### config.mk
export PLATFORM = sky130hd
export DESIGN_NAME = i2c_irq_agg
export DESIGN_NICKNAME = d
export VERILOG_FILES = /design/src/rtl/i2c_irq_pkg.sv /design/src/rtl/i2c_irq_status_bank.sv /design/src/rtl/i2c_irq_abort_cause.sv /design/src/rtl/i2c_irq_host_port.sv /design/src/rtl/i2c_irq_agg.sv
export SDC_FILE = /design/constraint.sdc
export NUM_CORES = 1
export LEC_CHECK = 0
export ABC_AREA = 1
export BUFFER_PORTS_ARGS = -buffer_cell sky130_fd_sc_hd__buf_2
export CAP_MARGIN = 20
export CORE_ASPECT_RATIO = 0.8
export CORE_MARGIN = 2
export CORE_UTILIZATION = 35
export CTS_BUF_LIST = sky130_fd_sc_hd__clkbuf_16
export CTS_CLUSTER_SIZE = 20
export DETAILED_ROUTE_END_ITERATION = 7
export PLACE_DENSITY = 0.59
export SLEW_MARGIN = 15
export SYNTH_ARGS = -nofsm -noshare
export SYNTH_HDL_FRONTEND = slang
export SYNTH_HIERARCHICAL = 1
export SYNTH_SLANG_ARGS = --single-unit
### constraint.sdc
create_clock -name clk -period 5.4 [get_ports clk]
set_clock_uncertainty 0.2 [all_clocks]
set_input_delay 0.54 -clock clk [delete_from_list [all_inputs] [get_ports clk]]
set_output_delay 0.54 -clock clk [all_outputs]
set_load 0.03 [all_outputs]
### src/rtl/i2c_irq_pkg.sv
// Shared constants for the I2C interrupt aggregator: bit positions of the
// raw status vector, which bits are level-driven, and the host word map.
package i2c_irq_pkg;

    localparam int NIRQ = 13;

    localparam int IRQ_RX_UNDER = 0;
    localparam int IRQ_RX_OVER  = 1;
    localparam int IRQ_RX_FULL  = 2;
    localparam int IRQ_TX_OVER  = 3;
    localparam int IRQ_TX_EMPTY = 4;
    localparam int IRQ_RD_REQ   = 5;
    localparam int IRQ_TX_ABRT  = 6;
    localparam int IRQ_RX_DONE  = 7;
    localparam int IRQ_ACTIVITY = 8;
    localparam int IRQ_STOP     = 9;
    localparam int IRQ_START    = 10;
    localparam int IRQ_GEN_CALL = 11;
    localparam int IRQ_RESTART  = 12;

    localparam logic [NIRQ-1:0] LEVEL_BITS =
        (NIRQ'(1) << IRQ_RX_FULL) | (NIRQ'(1) << IRQ_TX_EMPTY);
    localparam logic [NIRQ-1:0] STICKY_BITS = ~LEVEL_BITS;

    localparam int CAUSE_SBYTE_NORST = 9;

    localparam int ADR_RAW      = 0;
    localparam int ADR_MASK     = 1;
    localparam int ADR_MASKED   = 2;
    localparam int ADR_CAUSE    = 3;
    localparam int ADR_CLR_ALL  = 4;
    localparam int ADR_CLR_BASE = 16;

endpackage

### src/rtl/i2c_irq_status_bank.sv
// Raw status bank. Each level-type position is a wire from its level input.
// Each other position is a sticky flop that a set pulse raises and a clear
// strobe lowers. Set takes priority over clear.
// Assumes set and clear strobes are one clock wide and synchronous to clk.
module i2c_irq_status_bank
    import i2c_irq_pkg::*;
#(
    parameter int              N     = NIRQ,
    parameter logic [N-1:0]    LEVEL = LEVEL_BITS
) (
    input  logic         clk,
    input  logic         rst_n,
    input  logic [N-1:0] set_i,
    input  logic [N-1:0] clr_i,
    input  logic [N-1:0] level_i,
    output logic [N-1:0] raw_o
);

    logic unused_bits;
    assign unused_bits = ^(set_i & LEVEL) ^ ^(clr_i & LEVEL) ^ ^(level_i & ~LEVEL);

    for (genvar b = 0; b < N; b++) begin : g_bit
        if (LEVEL[b]) begin : g_lvl
            // pass the level condition straight through
            assign raw_o[b] = level_i[b];
        end else begin : g_stk
            logic q;
            // sticky flag: set wins over clear
            always_ff @(posedge clk) begin
                if (!rst_n)        q <= 1'b0;
                else if (set_i[b]) q <= 1'b1;
                else if (clr_i[b]) q <= 1'b0;
            end
            assign raw_o[b] = q;
        end
    end

endmodule

### src/rtl/i2c_irq_abort_cause.sv
// Transmit-abort cause register. Set pulses are ORed in, and a clear strobe
// zeroes the register. Bit HOLD_BIT is re-set one cycle after a clear if its
// condition is present both at the clear and in the following cycle.
// Assumes the condition input is a level from the controller configuration.
module i2c_irq_abort_cause #(
    parameter int W        = 32,
    parameter int HOLD_BIT = 9
) (
    input  logic         clk,
    input  logic         rst_n,
    input  logic [W-1:0] set_i,
    input  logic         clr_i,
    input  logic         hold_cause_i,
    output logic [W-1:0] cause_o
);

    logic [W-1:0] cause_q;
    logic [W-1:0] cause_d;
    logic         reassert_q;

    // next cause value: clear, re-set of the held bit, then new pulses on top
    always_comb begin
        cause_d = clr_i ? '0 : cause_q;
        if (reassert_q && hold_cause_i) cause_d[HOLD_BIT] = 1'b1;
        cause_d = cause_d | set_i;
    end

    // cause storage and the one-cycle re-assert marker
    always_ff @(posedge clk) begin
        if (!rst_n) begin
            cause_q    <= '0;
            reassert_q <= 1'b0;
        end else begin
            cause_q    <= cause_d;
            reassert_q <= clr_i & hold_cause_i;
        end
    end

    assign cause_o = cause_q;

endmodule

### src/rtl/i2c_irq_host_port.sv
// Host register port: holds the active-low mask, decodes the read-to-clear
// addresses into clear strobes, and registers the read data. Read data
// captures pre-clear values on the same edge that applies the clear.
// Assumes single-cycle read and write strobes that never overlap.
module i2c_irq_host_port
    import i2c_irq_pkg::*;
#(
    parameter int ADDR_W  = 5,
    parameter int DATA_W  = 32,
    parameter int N       = NIRQ,
    parameter int CAUSE_W = 32
) (
    input  logic               clk,
    input  logic               rst_n,
    input  logic               rd_i,
    input  logic               wr_i,
    input  logic [ADDR_W-1:0]  addr_i,
    input  logic [DATA_W-1:0]  wdata_i,
    input  logic [N-1:0]       raw_i,
    input  logic [CAUSE_W-1:0] cause_i,
    output logic [N-1:0]       mask_o,
    output logic [N-1:0]       clr_bits_o,
    output logic               clr_cause_o,
    output logic [DATA_W-1:0]  rdata_o
);

    logic [N-1:0]      mask_q;
    logic [N-1:0]      hit_bit;
    logic              hit_all;
    logic [DATA_W-1:0] rd_val;
    logic [DATA_W-1:0] rdata_q;
    logic              unused_wdata;

    assign unused_wdata = ^wdata_i[DATA_W-1:N];
    assign hit_all      = rd_i && (addr_i == ADDR_W'(ADR_CLR_ALL));

    for (genvar b = 0; b < N; b++) begin : g_dec
        // per-interrupt clear address match
        assign hit_bit[b] = rd_i && (addr_i == ADDR_W'(ADR_CLR_BASE + b));
    end

    assign clr_bits_o  = (hit_bit | {N{hit_all}}) & STICKY_BITS;
    assign clr_cause_o = hit_all | hit_bit[IRQ_TX_ABRT];

    // mask register, written only at its own address
    always_ff @(posedge clk) begin
        if (!rst_n)                                   mask_q <= '0;
        else if (wr_i && addr_i == ADDR_W'(ADR_MASK)) mask_q <= wdata_i[N-1:0];
    end

    // read data selection
    always_comb begin
        rd_val = '0;
        case (addr_i)
            ADDR_W'(ADR_RAW):     rd_val[N-1:0] = raw_i;
            ADDR_W'(ADR_MASK):    rd_val[N-1:0] = mask_q;
            ADDR_W'(ADR_MASKED):  rd_val[N-1:0] = raw_i & mask_q;
            ADDR_W'(ADR_CAUSE):   rd_val = DATA_W'(cause_i);
            ADDR_W'(ADR_CLR_ALL): rd_val[N-1:0] = raw_i & STICKY_BITS;
            default: begin
                for (int b = 0; b < N; b++) begin
                    if (addr_i == ADDR_W'(ADR_CLR_BASE + b))
                        rd_val[0] = raw_i[b] & STICKY_BITS[b];
                end
            end
        endcase
    end

    // read data register, loaded on each read strobe
    always_ff @(posedge clk) begin
        if (!rst_n)    rdata_q <= '0;
        else if (rd_i) rdata_q <= rd_val;
    end

    assign mask_o  = mask_q;
    assign rdata_o = rdata_q;

endmodule

### src/rtl/i2c_irq_agg.sv
// I2C interrupt status aggregator top. Merges event pulses, level conditions
// and abort causes into raw and masked status, drives the interrupt line and
// the transmit FIFO level flush pulse.
// Assumes all inputs are synchronous to clk.
module i2c_irq_agg
    import i2c_irq_pkg::*;
#(
    parameter int ADDR_W  = 5,
    parameter int DATA_W  = 32,
    parameter int CAUSE_W = 32
) (
    input  logic               clk,
    input  logic               rst_n,
    input  logic [NIRQ-1:0]    evt_pulse_i,
    input  logic [1:0]         evt_level_i,
    input  logic [CAUSE_W-1:0] abrt_set_i,
    input  logic               restart_en_i,
    input  logic               tar_special_i,
    input  logic               tar_gc_start_i,
    input  logic               reg_rd_i,
    input  logic               reg_wr_i,
    input  logic [ADDR_W-1:0]  reg_addr_i,
    input  logic [DATA_W-1:0]  reg_wdata_i,
    output logic [DATA_W-1:0]  reg_rdata_o,
    output logic [NIRQ-1:0]    raw_stat_o,
    output logic [NIRQ-1:0]    masked_stat_o,
    output logic               irq_o,
    output logic               tx_flush_o
);

    logic               abort_evt;
    logic [NIRQ-1:0]    set_vec;
    logic [NIRQ-1:0]    lvl_vec;
    logic [NIRQ-1:0]    clr_bits;
    logic [NIRQ-1:0]    mask_q;
    logic [NIRQ-1:0]    raw;
    logic [CAUSE_W-1:0] cause_q;
    logic               clr_cause;
    logic               sbyte_cause;
    logic               tx_flush_q;

    assign abort_evt   = evt_pulse_i[IRQ_TX_ABRT] | (|abrt_set_i);
    assign set_vec     = evt_pulse_i | (NIRQ'(abort_evt) << IRQ_TX_ABRT);
    assign sbyte_cause = !restart_en_i && tar_special_i && tar_gc_start_i;

    // place the two level conditions at their raw positions
    always_comb begin
        lvl_vec               = '0;
        lvl_vec[IRQ_RX_FULL]  = evt_level_i[0];
        lvl_vec[IRQ_TX_EMPTY] = evt_level_i[1];
    end

    i2c_irq_status_bank #(
        .N     (NIRQ),
        .LEVEL (LEVEL_BITS)
    ) u_bank (
        .clk     (clk),
        .rst_n   (rst_n),
        .set_i   (set_vec),
        .clr_i   (clr_bits),
        .level_i (lvl_vec),
        .raw_o   (raw)
    );

    i2c_irq_abort_cause #(
        .W        (CAUSE_W),
        .HOLD_BIT (CAUSE_SBYTE_NORST)
    ) u_cause (
        .clk          (clk),
        .rst_n        (rst_n),
        .set_i        (abrt_set_i),
        .clr_i        (clr_cause),
        .hold_cause_i (sbyte_cause),
        .cause_o      (cause_q)
    );

    i2c_irq_host_port #(
        .ADDR_W  (ADDR_W),
        .DATA_W  (DATA_W),
        .N       (NIRQ),
        .CAUSE_W (CAUSE_W)
    ) u_host (
        .clk         (clk),
        .rst_n       (rst_n),
        .rd_i        (reg_rd_i),
        .wr_i        (reg_wr_i),
        .addr_i      (reg_addr_i),
        .wdata_i     (reg_wdata_i),
        .raw_i       (raw),
        .cause_i     (cause_q),
        .mask_o      (mask_q),
        .clr_bits_o  (clr_bits),
        .clr_cause_o (clr_cause),
        .rdata_o     (reg_rdata_o)
    );

    // flush pulse registered alongside the raw abort flag
    always_ff @(posedge clk) begin
        if (!rst_n) tx_flush_q <= 1'b0;
        else        tx_flush_q <= abort_evt;
    end

    assign raw_stat_o    = raw;
    assign masked_stat_o = raw & mask_q;
    assign irq_o         = |masked_stat_o;
    assign tx_flush_o    = tx_flush_q;

endmodule

### Word-level counts from Yosys, hierarchy flattened

Cells that the tools add are included.
Widths: inputs -> output; s select.

* input port bits: 91
* output and inout bits: 60
* memories kept: 0
* bits in writable memories: 0
* ROM bits: 0
* logic and storage cells: 114
* latch bits: 0
* flip-flop bits (word level): 90

* multipliers: 0
* shift-type cells: 0
* multiplexer cells: 40
* order comparisons: 0
* divide/modulo/power cells: 0
* bitwise operators: 7
* $add $sub $neg: 0
* equal/unequal tests: 17
* reductions and logical operators: 34

Operators by type and width (number)
* $eq 5x5->1 const B: 13
* $pmux 12 s5: 1
* $mux 1: 36
* $mux 32: 1
* $or 32x32->32: 1
* $reduce_or 32->1: 1
* $reduce_bool 2->1: 11
* $mux 19: 1
* $logic_and 1x1->1: 18
* $and 13x13->13: 1
* $or 13x13->13: 1
* $or 13x7->13: 1
* $reduce_or 13->1: 1
* $eq 5x2->1 const B: 2
* $eq 5x1->1 const B: 1
* $eq 5x3->1 const B: 1
* $logic_not 5->1: 1
* $pmux 1 s4: 1
* $or 1x1->1: 2
* $reduce_or 2->1: 1
* $and 1x1->1: 1
* $logic_not 1->1: 1

### Depth between registers and ports, before layout

Gate-level depths: netlist of the first run.

* word-level depth: 15
* mapped depth: 11
* depth with buffers taken out: 10

### Cells and area by module

Netlist of the first run, hierarchy kept.

Modules (own cells, without submodules)
* i2c_irq_host_port: sequential area each 900.9 um2, cells an instance 334, instances 1, area an instance 2278.4 um2
* i2c_irq_abort_cause: sequential area each 660.6 um2, cells an instance 112, instances 1, area an instance 1059.8 um2
* i2c_irq_status_bank: sequential area each 220.2 um2, cells an instance 70, instances 1, area an instance 549.3 um2
* i2c_irq_agg: sequential area each 20.0 um2, cells an instance 70, instances 1, area an instance 296.5 um2

### Worst setup path after synthesis of the first run

OpenSTA, ideal clock, no wires.

* kind: in2reg
* from: in reg_addr_i[4]
* to: reg u_cause.cause_q[0], in the netlist u_cause/cause_o[0]
* slack: 3.047 ns
* path buffers: 3
* arrival time: 2.036 ns
* setup time: 0.117 ns
* stages: 11
* data required time: 5.083 ns
* cell sequence: buf_2 inv_2 nand3_2 inv_2 nand2_1 clkbuf_1 o21ai_0 inv_2 buf_6 a21oi_2 nor2_1

* word-level cells in the longest chain between the ends: 5
* elaborated cells on any way between the ends: 7
* those cells by class: eq/ne: 2; mux: 1; bitwise: 2; reduce/logical: 2

RTL lines
* start: declaration: line i2c_irq_agg.sv:22 `input logic [ADDR_W-1:0] reg_addr_i,`
* $eq 5x3->1 / $eq 5x5->1 (equally long branches): line i2c_irq_host_port.sv:35, i2c_irq_host_port.sv:39
* $logic_and 1x1->1 (on tied branches): line i2c_irq_host_port.sv:35, i2c_irq_host_port.sv:39
* $or 1x1->1 (*): line i2c_irq_host_port.sv:43 `assign clr_cause_o = hit_all | hit_bit[IRQ_TX_ABRT];`
* named net clr_cause: line i2c_irq_agg.sv:38 `logic clr_cause;`
* $mux 32 (*): line i2c_irq_abort_cause.sv:23 `cause_d = clr_i ? '0 : cause_q;`
* $or 32x32->32 (*): line i2c_irq_abort_cause.sv:25 `cause_d = cause_d | set_i;`
* end signal: assignment: line i2c_irq_abort_cause.sv:34 `cause_q <= cause_d;`
* end: declaration: line i2c_irq_abort_cause.sv:17 `logic [W-1:0] cause_q;`

The timed path passes the listed nets; every way through them passes the cells marked *.
A chain may end at the register's enable or synchronous reset.

### Worst setup path in the final report of the first run

* from: in reg_addr_i[1]
* to: reg u_cause.cause_q[5], in the netlist u_cause/cause_o[5]

The elaborated chain is that of the path after synthesis.

==> results.json, run 1 <==
{
  "outcome": "finished, final reports clean",
  "layout_min_cycle_time_ps": 2821,
  "cts_buffers": 9,
  "num-fill-cells": 1240,
  "syn_area_um2": 4161,
  "finalInstanceArea_um2": 5022,
  "r2r-start": "u_bank/g_bit[0].g_stk.q",
  "grt_pass1_vias": 3637,
  "holdPathEnd": "u_cause/cause_o[0]",
  "drv_slew": 0,
  "overflow": 0,
  "cts.repair.resized": 0,
  "diodes": 0,
  "io_pins": 151,
  "leakagePower_nw": 2.318,
  "crit_buf_inv": 3,
  "dp_cells": 818,
  "ir_drop_uv": 141.9,
  "ff2ff_setup_slack_ps": 3950,
  "crit_chain": "buf_2 -> nor2_4 -> nand3_2 -> inv_2 -> nand2_1 -> o21ai_0 -> inv_2 -> a21oi_1 -> nor2_1",
  "cp_top_family": "buffers and inverters",
  "num_vias": 4027,
  "gp_congestion": 0.8913,
  "ant_nets": 0,
  "period_share_pct": 52.25,
  "drive_gt1_share_pct": 25.73,
  "slew_headroom_pct": 53.69,
  "dpl.hpwl_um": 8507,
  "post-place-ws_ps": 2208,
  "portBuffers": 129,
  "placed_area_um2": 4727,
  "core_um2": 11560,
  "ff2ff_path_depth": 8,
  "critical_path.reg2reg.endpoint": "u_host/rdata_o[0]",
  "root_buffer": "clkbuf_16",
  "die_y_um": 101.5,
  "ys_warn_count": 6,
  "clk_pin_slew_ps": 60,
  "hold_path_class": "primary input to flip-flop",
  "cpMaxStageDelayCell": "o21ai_0",
  "stdcell_count": 836,
  "via_per_inst": 4.817,
  "drt_wl_total_um": 11940,
  "wl_per_cell_um": 14.29,
  "cp_max_fo": 31,
  "hold_path_depth": 3,
  "post-route-util_pct": 43.44,
  "drtPass1Iterations": 5,
  "cp_data_required_time_ps": 5410,
  "hold_viol": 0,
  "start_util_pct": 36.00,
  "setup.worst_path.start_class": "primary input",
  "fmax_ghz": 0.3544,
  "grt_max_degree": 57,
  "area_growth_pct": 20.69,
  "grt_pass1_wl_um": 18720,
  "drv_cap": 0,
  "nets": 774,
  "drt_iter0_markers": 280,
  "grt_setup_unrepaired": "false",
  "crit_top_cell": "inv_2",
  "die_x_um": 125.9,
  "ff_latch_area_um2": 1802,
  "multi_input_area_um2": 1809,
  "p_total_mw": 1.452,
  "cts_tree": "yes",
  "ctsHoldBuffers": 0,
  "fin_ws_ps": 2579,
  "cp_data_arrival_time_ps": 2830,
  "slowest_delay_ps": 520,
  "powerDensity_nw_per_um2": 289.0,
  "syn_avg_cell_area_um2": 7.150,
  "rows": 35,
  "setup_viol": 0,
  "cts_buffer_depth": 2,
  "setup_tns_ps": 0,
  "synth_nets": 673,
  "critPathKind": "primary input to flip-flop",
  "tightest_slew_ps": 694.6,
  "h-tree-depth": 3,
  "drc_errors": 0,
  "cts_setup_buffers": 0,
  "worstSetupEndpointType": "flip-flop",
  "grt_usage_pct": 18.55,
  "whs_ps": 232.0,
  "cts.sinks": 90,
  "hold_start": "abrt_set_i[0]",
  "die-area_um2": 12780,
  "worstSkewPairLatency_ps": 330,
  "grt_antenna_before_repair": 0,
  "syn_inst": 582
}
-- how the worst max path moves through the flow --
stage                             start                  end  slack, ps  depth (start not counted)
after global placement    reg_addr_i[1]  u_cause/cause_o[26]       2230                          9
after detailed placement  reg_addr_i[1]  u_cause/cause_o[18]       2210                          9
after global routing      reg_addr_i[1]  u_cause/cause_o[23]       2400                          9
final                     reg_addr_i[1]   u_cause/cause_o[5]       2580                          9
after CTS                 reg_addr_i[1]  u_cause/cause_o[18]       2550                          9
after floorplan           reg_addr_i[4]   u_cause/cause_o[0]       3050                         11
-- report_power, final --
part           total, mW  switching (mW)  internal (mW)
Combinational      0.179           0.118         0.0615
Sequential         0.722          0.0246          0.697
Clock              0.550           0.248          0.303
Total               1.45           0.390           1.06
-- sequential cells by signal (all words and copies together) (netlist names) --
register,count
u_host/mask_o,13
u_bank/g_bit.g_stk.q,11
u_cause/reassert_q,1
u_host/rdata_o,32
tx_flush_o,1
u_cause/cause_o,32
-- worst register-to-register path, stage by stage, from the launching register on --
cell,delay [ps]
dfxtp_1,370
nand4_1,110
nand2_1,60
nor2_1,180
nand4_1,110
nand2_1,80
nand4_1,90
nand2_1,70
a21oi_1,50
-- cell usage in the layout (no fill, tap or decap), types with 8 or more instances in the layout --
cell type / count
a21oi_1: 86
a21oi_2: 20
buf_2: 129
clkbuf_16: 9
dfxtp_1: 90
inv_1: 72
nand2_1: 111
nand3_1: 13
nand4_1: 8
nor2_1: 66
o21ai_0: 44
o21ai_1: 8
-- final cells by class --
type | count | area share [%]
timing repair buffer | 132 | 13.78
multi-input combinational | 376 | 36.02
sequential | 90 | 35.87
inverter | 74 | 5.531
clock inverter | 7 | 0.6228
clock buffer | 9 | 4.484
tap | 148 | 3.687
-- metal layers --
| metal | vias up | wire length [um] | global-route usage [%] |
|---|---|---|---|
| li1 | 2064 | - | - |
| met1 | 1821 | 5865 | 26.41 |
| met2 | 126 | 5169 | 27.38 |
| met3 | 16 | 713 | 4.702 |
| met4 | 0 | 195 | 6.424 |
| met5 | - | 0 | 0 |
No activity file was read; power rests on OpenSTA's default activity.
==> run 2: changes to the inputs <==
--- a/config.mk
+++ b/config.mk
@@ -5,7 +5,7 @@
 export SDC_FILE = /design/constraint.sdc
 export NUM_CORES = 1
 export LEC_CHECK = 0
-export ABC_AREA = 1
+export ABC_AREA = 0
 export BUFFER_PORTS_ARGS = -buffer_cell sky130_fd_sc_hd__buf_2
 export CAP_MARGIN = 20
 export CORE_ASPECT_RATIO = 0.8
@@ -14,7 +14,7 @@
 export CTS_BUF_LIST = sky130_fd_sc_hd__clkbuf_16
 export CTS_CLUSTER_SIZE = 20
 export DETAILED_ROUTE_END_ITERATION = 7
-export PLACE_DENSITY = 0.59
+export PLACE_DENSITY = 0.58
 export SLEW_MARGIN = 15
 export SYNTH_ARGS = -nofsm -noshare
 export SYNTH_HDL_FRONTEND = slang
==> constraint.sdc (replaced) <==
create_clock -name clk -period 2.8 [get_ports clk]
set_clock_uncertainty 0.2 [all_clocks]
set_input_delay 0.28 -clock clk [delete_from_list [all_inputs] [get_ports clk]]
set_output_delay 0.28 -clock clk [all_outputs]
set_load 0.03 [all_outputs]
==> run 2 against run 1 <==
Effect of this change: cell count did not move; wire length up 12%; sequential power grew 91%.
==> results.json, run 2 <==
{
  "worstSkewPairLatency_ps": 340,
  "setup_tns_ps": 0,
  "period_share_pct": 93.46,
  "cts.sinks": 90,
  "p_total_mw": 3.110,
  "via_per_inst": 5.025,
  "final_common_cell": "buf_2",
  "grt_pass1_wl_um": 20860,
  "drive_gt1_share_pct": 28.27,
  "holdPathEnd": "u_cause/cause_o[22]",
  "clk_pin_slew_ps": 70,
  "worstSetupEndpointType": "output pin",
  "drc_errors": 0,
  "syn_area_um2": 4412,
  "cpMaxStageDelayCell": "or4b_1",
  "cts.repair.resized": 0,
  "root_buffer": "clkbuf_16",
  "outcome": "finished, final reports clean",
  "cp_data_arrival_time_ps": 2140,
  "drv_slew": 0,
  "core_um2": 12250,
  "grt_pass1_vias": 4111,
  "ff2ff_path_depth": 5,
  "nets": 752,
  "grt_antenna_before_repair": 1,
  "grt_max_degree": 45,
  "post-place-ws_ps": 458.2,
  "crit_chain": "a222oi_1 -> or4b_1 -> or4_1 -> buf_2",
  "grt_usage_pct": 19.82,
  "area_growth_pct": 33.95,
  "die_y_um": 104.4,
  "ys_warn_count": 6,
  "slowest_delay_ps": 470,
  "wl_per_cell_um": 16.05,
  "drv_cap": 0,
  "die_x_um": 129.5,
  "leakagePower_nw": 2.521,
  "setup_viol": 0,
  "rows": 36,
  "fin_ws_ps": 183.2,
  "gp_congestion": 0.8446,
  "grt_setup_unrepaired": "false",
  "cts_buffers": 9,
  "h-tree-depth": 3,
  "dpl.hpwl_um": 9510,
  "diodes": 0,
  "fmax_ghz": 0.3822,
  "critical_path.reg2reg.endpoint": "u_host/rdata_o[0]",
  "ff2ff_setup_slack_ps": 1160,
  "critPathKind": "flip-flop to output pin",
  "syn_inst": 506,
  "hold_viol": 0,
  "slew_headroom_pct": 59.85,
  "powerDensity_nw_per_um2": 526.4,
  "ant_nets": 0,
  "drt_iter0_markers": 272,
  "cp_max_fo": 7,
  "portBuffers": 129,
  "ir_drop_uv": 265.5,
  "tightest_slew_ps": 596.8,
  "num_vias": 4201,
  "layout_min_cycle_time_ps": 2617,
  "drt_wl_total_um": 13420,
  "hold_start": "abrt_set_i[22]",
  "hold_path_depth": 2,
  "cp_data_required_time_ps": 2320,
  "synth_nets": 597,
  "drtPass1Iterations": 5,
  "cts_buffer_depth": 2,
  "cts_tree": "yes",
  "io_pins": 151,
  "syn_avg_cell_area_um2": 8.719,
  "final_cell_mix": "129 x buf_2, 90 x dfxtp_1, 76 x nor2b_1",
  "overflow": 0,
  "die-area_um2": 13530,
  "r2r-start": "u_bank/g_bit[12].g_stk.q",
  "hold_path_class": "primary input to flip-flop",
  "start_util_pct": 36.01,
  "setup.worst_path.start_class": "flip-flop"
}
[run 2: cell types whose count changed in the layout (fill, tap and decap cells not counted), moves of 42 or more]
cell / previous run / this run
a21oi_1: 86 / 15
nor2_1: 66 / 10
nand2_1: 111 / 53
inv_1: 72 / 2
nor2b_1: 0 / 76
dlygate4sd3_1: 0 / 48
o21a_1: 0 / 42
[run 2: worst max-delay path by stage]
stage	startpoint	to	slack (ps)	cells past startpoint
2_1_floorplan	u_bank/g_bit[10].g_stk.q	irq_o	430	4
3_3_place_gp	u_bank/g_bit[0].g_stk.q	irq_o	520	4
3_5_place_dp	reg_addr_i[4]	u_host/mask_o[11]	460	6
4_1_cts	u_bank/g_bit[0].g_stk.q	irq_o	160	4
5_1_grt	u_bank/g_bit[0].g_stk.q	irq_o	30	4
6_report	u_bank/g_bit[0].g_stk.q	irq_o	180	4
[run 2: layout make-up]
| class | instances | area (um2) |
|---|---|---|
| Clock buffer | 9 | 225.2 |
| Clock inverter | 6 | 90.09 |
| Fill cell | 1231 | 6342 |
| Inverter | 2 | 7.507 |
| Multi-Input combinational cell | 364 | 2305 |
| Sequential cell | 90 | 1802 |
| Tap cell | 171 | 214.0 |
| Timing Repair Buffer | 194 | 1266 |
[run 2: where the power goes]
| part | internal (mW) | switching, mW | leakage [nW] | total [mW] |
|---|---|---|---|---|
| Clock | 0.781 | 0.516 | 0.152 | 1.30 |
| Sequential | 1.34 | 0.0395 | 0.742 | 1.38 |
| Combinational | 0.207 | 0.231 | 1.63 | 0.438 |
| Total | 2.32 | 0.786 | 2.52 | 3.11 |
[run 2: per-layer routing]
metal / track usage, % / up-vias / share of wire, %
li1: - / 2044 / -
met1: 27.92 / 1989 / 47
met2: 30.38 / 141 / 45
met3: 4.475 / 25 / 6.2
met4: 5.453 / 2 / 1.6
met5: 0 / - / 0.097
[run 2: critical path: cells and delay by family, from the launching register on]
kind                   cells  cell delay [ps]
AO/OA/AOI/OAI              1              360
buffers and inverters      1              190
flip-flops                 1              370
AND/OR/NAND/NOR            2              870
[run 2: timing repair]
action,CTS,global route
hold buffers,48,0
hold endpoints to repair,48,0
setup buffers,0,0
[run 2: metrics by stage]
step,hold slack (ps),cell area (um2),util [%],instances
after floorplan,189.3,4412,-,506
after global placement,258.4,5114,41.74,773
after detailed placement,270.4,5114,41.74,773
after CTS,3.232,5909,48.23,836
after global routing,9.391,5909,48.23,836
final,13.42,5909,48.23,836
==> run 3: changes to the inputs <==
--- a/config.mk
+++ b/config.mk
@@ -6,6 +6,7 @@
 export NUM_CORES = 1
 export LEC_CHECK = 0
 export ABC_AREA = 0
+export ABC_CLOCK_PERIOD_IN_PS = 2800
 export BUFFER_PORTS_ARGS = -buffer_cell sky130_fd_sc_hd__buf_2
 export CAP_MARGIN = 20
 export CORE_ASPECT_RATIO = 0.8
@@ -14,9 +15,8 @@
 export CTS_BUF_LIST = sky130_fd_sc_hd__clkbuf_16
 export CTS_CLUSTER_SIZE = 20
 export DETAILED_ROUTE_END_ITERATION = 7
-export PLACE_DENSITY = 0.58
+export PLACE_DENSITY = 0.59
 export SLEW_MARGIN = 15
 export SYNTH_ARGS = -nofsm -noshare
 export SYNTH_HDL_FRONTEND = slang
-export SYNTH_HIERARCHICAL = 1
 export SYNTH_SLANG_ARGS = --single-unit
==> run 3 against run 2 <==
Effect of this change: via count decreased by 4.4%; register-to-register slack worse by 60 ps; die area shrank 6.7%; synthesized cell count down 3.8%; wire length fell by 6.3%; synthesized area fell by 6.9%; final area is 6.7% lower; combinational power decreased by 17%; hold slack worse by 6.4 ps; sequential power barely moved; non-clock buffer count shrank 16.
==> results.json, run 3 <==
{
  "outcome": "finished, final reports clean",
  "period_share_pct": 99.23,
  "area_growth_pct": 34.31,
  "synth_nets": 578,
  "drt_wl_total_um": 12580,
  "ir_drop_uv": 260.2,
  "ys_seq_elements": 90,
  "holdPathEnd": "u_cause.cause_o[20]",
  "io_pins": 151,
  "slew_headroom_pct": 43.28,
  "start_util_pct": 35.79,
  "r2r-start": "u_bank.g_bit[7].g_stk.q",
  "final_cell_mix": "128 x buf_2, 89 x dfxtp_1, 49 x nand2_1",
  "yosysTopAreaCell": "dfxtp_1",
  "setup_tns_ps": 0,
  "cp_top_family": "simple AND/OR/NAND/NOR gates",
  "drv_slew": 0,
  "synthAdderAreaFrac_pct": 0,
  "synth_edf_count": 0,
  "die_y_um": 100.9,
  "cts_buffer_depth": 2,
  "layout_min_cycle_time_ps": 2779,
  "synth_compound_area_share_pct": 23.58,
  "synth_area_leaders": "dfxtp_1 44%, nor2b_1 6.2%, a21boi_0 6.0%",
  "ff2ff_path_depth": 5,
  "worstSkewPairLatency_ps": 330,
  "hold_start": "abrt_set_i[20]",
  "overflow": 0,
  "ys_warn_count": 0,
  "synth-xor-area-share_pct": 0.2133,
  "drc_errors": 0,
  "drive_gt1_share_pct": 26.07,
  "crit_top_cell": "or4_1",
  "cp_data_arrival_time_ps": 2300,
  "crit_buf_inv": 1,
  "grt_usage_pct": 19.58,
  "critPathKind": "flip-flop to output pin",
  "critical_path.reg2reg.endpoint": "u_host.rdata_o[0]",
  "slowest_delay_ps": 500,
  "yosysSeqAreaShare_pct": 43.88,
  "cts_tree": "yes",
  "drtPass1Iterations": 5,
  "leakagePower_nw": 2.329,
  "grt_pass1_wl_um": 19850,
  "num_vias": 4017,
  "hold_path_class": "primary input to flip-flop",
  "diodes": 0,
  "grt_max_degree": 55,
  "rows": 35,
  "post-route-util_pct": 48.07,
  "synth_most_common_cell": "dfxtp_1",
  "die_x_um": 125.1,
  "setup.worst_path.start_class": "flip-flop",
  "dpl.hpwl_um": 9141,
  "ant_nets": 0,
  "grt_antenna_before_repair": 0,
  "finalInstanceArea_um2": 5515,
  "num-fill-cells": 1133,
  "fin_ws_ps": 21.45,
  "post-place-ws_ps": 313.8,
  "synthArstFlopShare_pct": 0,
  "yosys.area_share.simple_pct": 24.92,
  "worstSetupEndpointType": "output pin",
  "whs_ps": 7.026,
  "gp_congestion": 0.8335,
  "ff2ff_setup_slack_ps": 1100,
  "portBuffers": 129,
  "wl_per_cell_um": 16.10,
  "cts_buffers": 9,
  "p_total_mw": 3.111,
  "crit_chain": "and2_4 -> or4_1 -> or4_1 -> or4_4 -> buf_6",
  "placed_area_um2": 4813,
  "drv_cap": 0,
  "hold_viol": 0,
  "powerDensity_nw_per_um2": 564.1,
  "cp_max_fo": 2,
  "die-area_um2": 12620,
  "stdcell_count": 781,
  "synth_commonest_cells": "90 x dfxtp_1, 49 x nand2_1, 41 x nor2b_1, 34 x a21oi_1, 33 x a21boi_0",
  "cts.sinks": 90,
  "synth_top_family_by_area": "simple AND/OR/NAND/NOR gates",
  "root_buffer": "clkbuf_16",
  "cts_setup_buffers": 0,
  "via_per_inst": 5.143,
  "hold_path_depth": 3,
  "drt_iter0_markers": 266,
  "final_common_cell": "buf_2",
  "synth_ff_type": "dfxtp_1",
  "setup_viol": 0,
  "ys_types": 43,
  "grt_setup_unrepaired": "true",
  "syn_inst": 487,
  "core_um2": 11470,
  "grt_pass1_vias": 3765,
  "cp_data_required_time_ps": 2320,
  "dp_cells": 730,
  "h-tree-depth": 3,
  "nets": 719,
  "cpMaxStageDelayCell": "or4_1",
  "synthMuxAreaShare_pct": 0.4875,
  "tightest_slew_ps": 849.0,
  "syn_avg_cell_area_um2": 8.432,
  "clk_pin_slew_ps": 70,
  "yosys.area.top_type_share_pct": 43.88,
  "fmax_ghz": 0.3599,
  "syn_area_um2": 4106
}
run 3: worst min-delay path, stage by stage:
cell	delay, ps
buf_2	90
a21oi_1	40
nor2b_1	90
run 3: worst max-delay path by stage:
stage               depth (start not counted)  endpoint                    start  slack (ps)
global placement                            6     irq_o           evt_level_i[0]         320
global route                                5     irq_o  u_bank.g_bit[8].g_stk.q         -60
floorplan                                   4     irq_o  u_bank.g_bit[8].g_stk.q         350
CTS                                         5     irq_o  u_bank.g_bit[8].g_stk.q        0.03
finish                                      5     irq_o  u_bank.g_bit[8].g_stk.q          20
detailed placement                          6     irq_o           evt_level_i[0]         310
run 3: final cells by class:
cell class	instances	area [um2]	area share (%)
inverter	14	52.55	0.9528
timing repair buffer	178	1107	20.08
multi-input combinational	335	2027	36.75
sequential	90	1803	32.69
clock buffer	9	225.2	4.083
tap	148	185.2	3.358
clock inverter	7	115.1	2.087
run 3: cell families after synthesis:
kind of cell,after synthesis
AND/OR/NAND/NOR,189
AO/OA/AOI/OAI,143
flip-flops,90
buffers and inverters,62
multiplexers,2
XOR/XNOR,1
run 3: power by group:
part | total (mW) | switching [mW] | internal, mW
Sequential | 1.36 | 0.0346 | 1.33
Clock | 1.38 | 0.510 | 0.871
Combinational | 0.365 | 0.200 | 0.165
Total | 3.11 | 0.745 | 2.37
run 3: repair_timing:
action | CTS | global route
endpoints found under the setup margin | 0 | 1
resized for setup | 0 | 5
hold buffers | 35 | 0
hold endpoints to repair | 35 | 0
run 3: per-layer routing:
metal	vias to the layer above	track usage, %	wire [um]
met5	-	0	0
met4	0	4.274	121
met3	10	5.042	867
met2	119	30.77	5684
met1	1906	27.25	5902
li1	1982	-	-
